File: src/rtl/fifo_trig_pkg.sv
package fifo_trig_pkg;

  typedef struct packed {
    logic txWr;
    logic txRd;
    logic rxWr;
    logic rxRd;
  } fifoStrobe_t;

  // Empty-slot threshold for the transmit queue.
  function automatic int txThr(input logic [1:0] code, input int depth);
    if (depth >= 16) begin
      case (code)
        2'b00:   return depth;
        2'b01:   return 6;
        2'b10:   return 12;
        default: return 1;
      endcase
    end else begin
      case (code)
        2'b00:   return depth;
        2'b01:   return 4;
        2'b10:   return 6;
        default: return 1;
      endcase
    end
  endfunction

  // Held-byte threshold for the receive queue.
  function automatic int rxThr(input logic [1:0] code, input int depth);
    if (depth >= 16) begin
      case (code)
        2'b00:   return 1;
        2'b01:   return 6;
        2'b10:   return 12;
        default: return depth;
      endcase
    end else begin
      case (code)
        2'b00:   return 1;
        2'b01:   return 3;
        2'b10:   return 6;
        default: return depth;
      endcase
    end
  endfunction

endpackage

File: src/rtl/fifo_trig_ctrl.sv
module fifo_trig_ctrl
  import fifo_trig_pkg::*;
#(
  parameter int DEPTH = 8,
  parameter int CW    = $clog2(DEPTH + 1)
) (
  input  logic          clk,
  input  logic          rstN,
  input  logic          txPush,
  input  logic          txPop,
  input  logic          rxPush,
  input  logic          rxPop,
  input  logic [CW-1:0] txCount,
  input  logic [CW-1:0] rxCount,
  input  logic [1:0]    txTrigSel,
  input  logic          rxTrigHi,
  input  logic          rxTrigLo,
  input  logic          autoRtsEn,
  input  logic          rtsManual,
  output fifoStrobe_t   strobe,
  output logic          txDrop,
  output logic          rxDrop,
  output logic          txReady,
  output logic          rxReady,
  output logic          rtsN
);

  localparam logic [CW-1:0] FULL = CW'(DEPTH);

  logic txFull, rxFull, txRdOk, rxRdOk, txWrOk, rxWrOk;
  logic [CW-1:0] txFree, txLimit, rxLimit;

  // A read only happens when data exists; a write needs room or a same-cycle read.
  always_comb begin
    txFull = (txCount == FULL);
    rxFull = (rxCount == FULL);
    txRdOk = txPop && (txCount != '0);
    rxRdOk = rxPop && (rxCount != '0);
    txWrOk = txPush && (!txFull || txRdOk);
    rxWrOk = rxPush && (!rxFull || rxRdOk);
    strobe.txWr = txWrOk;
    strobe.txRd = txRdOk;
    strobe.rxWr = rxWrOk;
    strobe.rxRd = rxRdOk;
  end

  always_ff @(posedge clk or negedge rstN) begin
    if (!rstN) begin
      txDrop <= 1'b0;
      rxDrop <= 1'b0;
    end else begin
      txDrop <= txPush && !txWrOk;
      rxDrop <= rxPush && !rxWrOk;
    end
  end

  always_comb begin
    txFree  = FULL - txCount;
    txLimit = CW'(txThr(txTrigSel, DEPTH));
    rxLimit = CW'(rxThr({rxTrigHi, rxTrigLo}, DEPTH));
    txReady = (txFree >= txLimit);
    rxReady = (rxCount >= rxLimit);
    rtsN    = autoRtsEn ? rxReady : ~rtsManual;
  end

endmodule

File: src/rtl/fifo_trig_dpath.sv
module fifo_trig_dpath
  import fifo_trig_pkg::*;
#(
  parameter int DEPTH = 8,
  parameter int CW    = $clog2(DEPTH + 1),
  parameter int AW    = $clog2(DEPTH)
) (
  input  logic          clk,
  input  logic          rstN,
  input  fifoStrobe_t   strobe,
  input  logic [7:0]    txData,
  input  logic [7:0]    rxData,
  output logic [7:0]    txOut,
  output logic [7:0]    rxOut,
  output logic [CW-1:0] txCount,
  output logic [CW-1:0] rxCount
);

  logic [1:0]         wrV, rdV;
  logic [1:0][7:0]    inV, headV;
  logic [1:0][CW-1:0] cntV;

  assign wrV = {strobe.rxWr, strobe.txWr};
  assign rdV = {strobe.rxRd, strobe.txRd};
  assign inV = {rxData, txData};

  for (genvar ch = 0; ch < 2; ch++) begin : gQueue
    logic [7:0]    mem [DEPTH];
    logic [AW-1:0] wrPtr, rdPtr;
    logic [CW-1:0] cnt;

    always_ff @(posedge clk) begin
      if (wrV[ch]) mem[wrPtr] <= inV[ch];
    end

    always_ff @(posedge clk or negedge rstN) begin
      if (!rstN) begin
        wrPtr <= '0;
        rdPtr <= '0;
        cnt   <= '0;
      end else begin
        if (wrV[ch]) wrPtr <= wrPtr + 1'b1;
        if (rdV[ch]) rdPtr <= rdPtr + 1'b1;
        case ({wrV[ch], rdV[ch]})
          2'b10:   cnt <= cnt + 1'b1;
          2'b01:   cnt <= cnt - 1'b1;
          default: cnt <= cnt;
        endcase
      end
    end

    assign headV[ch] = mem[rdPtr];
    assign cntV[ch]  = cnt;
  end

  assign txOut   = headV[0];
  assign rxOut   = headV[1];
  assign txCount = cntV[0];
  assign rxCount = cntV[1];

endmodule

File: src/rtl/fifo_trig_top.sv
module fifo_trig_top
  import fifo_trig_pkg::*;
#(
  parameter int DEPTH = 8,
  parameter int CW    = $clog2(DEPTH + 1)
) (
  input  logic          clk,
  input  logic          rstN,
  input  logic          txPush,
  input  logic [7:0]    txData,
  input  logic          txPop,
  output logic [7:0]    txOut,
  input  logic          rxPush,
  input  logic [7:0]    rxData,
  input  logic          rxPop,
  output logic [7:0]    rxOut,
  input  logic [1:0]    txTrigSel,
  input  logic          rxTrigHi,
  input  logic          rxTrigLo,
  input  logic          autoRtsEn,
  input  logic          rtsManual,
  output logic [CW-1:0] txCount,
  output logic [CW-1:0] rxCount,
  output logic          txReady,
  output logic          rxReady,
  output logic          rtsN,
  output logic          txDrop,
  output logic          rxDrop
);

  fifoStrobe_t strobe;

  fifo_trig_ctrl #(.DEPTH(DEPTH), .CW(CW)) uCtrl (
    .clk(clk), .rstN(rstN),
    .txPush(txPush), .txPop(txPop), .rxPush(rxPush), .rxPop(rxPop),
    .txCount(txCount), .rxCount(rxCount),
    .txTrigSel(txTrigSel), .rxTrigHi(rxTrigHi), .rxTrigLo(rxTrigLo),
    .autoRtsEn(autoRtsEn), .rtsManual(rtsManual),
    .strobe(strobe), .txDrop(txDrop), .rxDrop(rxDrop),
    .txReady(txReady), .rxReady(rxReady), .rtsN(rtsN)
  );

  fifo_trig_dpath #(.DEPTH(DEPTH), .CW(CW)) uDpath (
    .clk(clk), .rstN(rstN), .strobe(strobe),
    .txData(txData), .rxData(rxData),
    .txOut(txOut), .rxOut(rxOut),
    .txCount(txCount), .rxCount(rxCount)
  );

endmodule

File: config.mk
export PLATFORM = sky130hd
export DESIGN_NAME = fifo_trig_top
export DESIGN_NICKNAME = d
export VERILOG_FILES = /design/src/rtl/fifo_trig_pkg.sv /design/src/rtl/fifo_trig_ctrl.sv /design/src/rtl/fifo_trig_dpath.sv /design/src/rtl/fifo_trig_top.sv
export SDC_FILE = /design/constraint.sdc
export NUM_CORES = 1
export LEC_CHECK = 0
export CORE_MARGIN = 3
export CORE_UTILIZATION = 55
export DETAILED_ROUTE_END_ITERATION = 16
export GPL_TIMING_DRIVEN = 0
export PLACE_DENSITY_LB_ADDON = 0.15
export SLEW_MARGIN = 10
export SYNTH_ARGS = -nofsm -noshare
export SYNTH_HDL_FRONTEND = slang
export SYNTH_SLANG_ARGS = --single-unit
export TNS_END_PERCENT = 10
File: constraint.sdc
create_clock -name clk -period 6.8 [get_ports clk]
set_input_delay 1.36 -clock clk [delete_from_list [all_inputs] [get_ports clk]]
set_output_delay 1.36 -clock clk [all_outputs]
set_load 0.05 [all_outputs]
==> results.yml <==
clock_network:
  worstSkewPairLatency_ps: 410
  clk_pin_slew_ps: 60
  postCtsSetupRepairBufs: 0
  ctsHoldBuffers: 0
  cts-root-buf: "clkbuf_16"
  cts_sinks: 150
  cts_tree: "yes"
  htreeDepth: 4
  clockBufferDepth: 2
  numCtsBuffers: 17
  ctsResizeCount: 0
setup_path:
  worst_r2r_endpoint: "uDpath.txCount[3]$_DFFE_PN0P_"
  path_cells: "clkdlybuf4s50_1 > inv_1 > ha_1 > nor2_1 > nor2_1 > ha_1 > nand2b_1 > a21o_1 > a21oi_1 > o21ai_0 > clkdlybuf4s50_1"
  reg2regPathDepth: 11
  critPathTopFamily: "buffers and inverters"
  crit_buf_inv: 3
  worstReg2RegStart: "uDpath.txCount[0]$_DFFE_PN0P_"
  worstSetupStartpointType: "input port"
  end_kind: "output pin"
  worstSetupPathType: "input port to output pin"
  critPathMaxStageDelay_ps: 720
  worstPathRequired_ps: 5440
  critPathMaxFanout: 3
  crit_arrival_ps: 3870
  reg2reg_setup_slack_ps: 3990
  worst_path_max_delay_cell: "clkdlybuf4s50_1"
synthesis:
  yosys_warnings: 0
  synth_top_area_cell: "edfxtp_1"
  synth.distinct_cells: 43
  syn_inst: 354
  syn_area_per_cell_um2: 18.7
  ys_top_cells_by_area: "edfxtp_1, mux4_1, dfrtp_1, ha_1, mux2_2"
  ys_ff_latch: 150
  syn-cell-area_um2: 6620
  syn_nets: 408
  synth_seq_area_share: 0.664
  synth_top_area_frac: 0.581
sta:
  relSlewSlack: 0.316
  layout_setup_ws_ps: 1570
  tns_ps: 0
  fin_crit_ps: 5230
  fmax_mhz: 191
  fin_crit_sh: 0.768
  setup_viol: 0
  slew_violations: 0
  worst_pin_slew_ps: 1020
  rsz0062_at_grt: "no"
  final.setup_skew_ps: 4.34
  hold_violations: 0
detailed_routing:
  vias: 3281
  drc: 0
  wl_per_cell_um: 19.6
  first_pass_iters: 4
  drt_first_iter_violations: 167
  vias_per_cell: 5.60
  antenna_left: 0
  wl_mm: 11.5
floorplan:
  start_util: 0.572
  design.die.area_um2: 13400
  ioPinCount: 57
  core_um2: 11600
  dieWidth_um: 116
  die_h_um: 116
  fp-row-count: 39
layout:
  antenna_cells: 0
  mostFrequentLayoutCell: "edfxtp_1"
  fin_nets: 485
  drive_above_1_share: 0.151
  fill_cells: 769
  layout_common_cells: "edfxtp_1, clkdlybuf4s50_1, mux4_1, ha_1"
  syn2layout_area_growth_pct: 19.2
grt:
  grt.total_usage: 0.187
  grt_max_degree: 23
  grt_pass1_vias: 3377
  grt_pass1_wl_mm: 18.0
  antenna_found_initial: 0
  grt_overflow: 0
place:
  dpl.hpwl_mm: 7.65
  dp_slack_ps: 1560
  port_buffers: 55
  routabilityCongestion: 0.717
outcome:
  outcome: "completed"
pwr:
  power_mw: 3.70
  leakagePower_nw: 2.90
  ir_drop_v: 0.000358
  powerDensity_nw_per_um2: 470
hold_path:
  hp-start: "uDpath.gQueue[0].wrPtr[0]$_DFFE_PN0P_"
  hold_end: "uDpath.gQueue[0].wrPtr[0]$_DFFE_PN0P_"
  whs_path_depth: 1
  hold_path.class: "register to register"
run:
  cap_violations: 0
synthesized netlist by cell type (all sizes together):
cell / number
a21o: 5
a21oi: 4
a221o: 1
a22o: 1
a22oi: 1
a31oi: 1
and3b: 1
buf: 8
clkbuf: 4
dfrtp: 22
edfxtp: 128
fa: 1
ha: 25
inv: 20
mux2: 23
mux2i: 3
mux4: 32
nand2: 7
nand2b: 9
nand3b: 1
nand4b: 1
nor2: 15
nor2b: 1
nor3: 10
nor3b: 1
nor4: 1
o21a: 1
o21ai: 4
o21bai: 1
o31a: 1
or2: 2
or3: 1
xnor2: 10
xor2: 8
registers in the layout, indices dropped and copies added (netlist names):
register and flops:
uCtrl.txDrop 1, uDpath.txCount 4, uDpath.gQueue.wrPtr 6, uDpath.gQueue.rdPtr 6, uCtrl.rxDrop 1, uDpath.gQueue.mem 128, uDpath.rxCount 4
power breakdown:
group | internal (mW) | switching [mW]
Clock | 0.453 | 0.323
Combinational | 0.693 | 0.936
Sequential | 1.19 | 0.111
Total | 2.33 | 1.37
worst max path at each step:
stage	slack, ps	cells past startpoint	from	end
2_1_floorplan	2130	9	rxTrigHi	rtsN
3_3_place_gp	1620	11	rxTrigHi	rtsN
3_5_place_dp	1560	11	rxTrigHi	rtsN
4_1_cts	1560	11	rxTrigHi	rtsN
5_1_grt	1420	11	rxTrigHi	rtsN
6_report	1570	11	rxTrigHi	rtsN
metrics by stage:
stage / area [µm²] / util / hold slack (ps) / instances
2_1_floorplan: 6620 / - / 480 / 354
3_3_place_gp: 7340 / 0.635 / 507 / 552
3_5_place_dp: 7400 / 0.640 / 507 / 555
4_1_cts: 7890 / 0.682 / 519 / 586
5_1_grt: 7890 / 0.682 / 546 / 586
6_report: 7890 / 0.682 / 521 / 586
per-layer routing:
metal / up-vias / GRT usage / share of wire
met5: - / 0 / 0
met4: 0 / 0.0673 / 0.014
met3: 16 / 0.0475 / 0.031
met2: 57 / 0.323 / 0.52
met1: 1650 / 0.232 / 0.43
li1: 1558 / - / -
logic make-up after synthesis:
logic type,after synthesis,synth area share
compound gates,20,0.0236
xor+xnor,18,0.0238
fa+ha+maj,26,0.0503
buf+inv,32,0.0257
flops,150,0.664
mux,58,0.172
simple gates,50,0.0401
layout make-up:
type / instances / area [µm²] / area share
clock inverters: 9 / 37.5 / 0.00476
plain buffers: 12 / 95.1 / 0.0121
repair buffers: 58 / 573 / 0.0727
well taps: 143 / 179 / 0.0227
multi-input cells: 172 / 2090 / 0.265
inverters: 20 / 75.1 / 0.00952
flip-flops and latches: 150 / 4390 / 0.557
clock buffers: 22 / 444 / 0.0563
worst register-to-register path: stages (launching register included):
cell,delay [ps]
dfrtp_1,410
inv_1,170
ha_1,270
nand2b_4,90
o21ai_2,290
or2_2,210
inv_1,60
ha_1,270
a21o_1,150
a21oi_1,290
and3b_1,220
a221o_1,250
No activity file was read; power rests on OpenSTA's default activity.
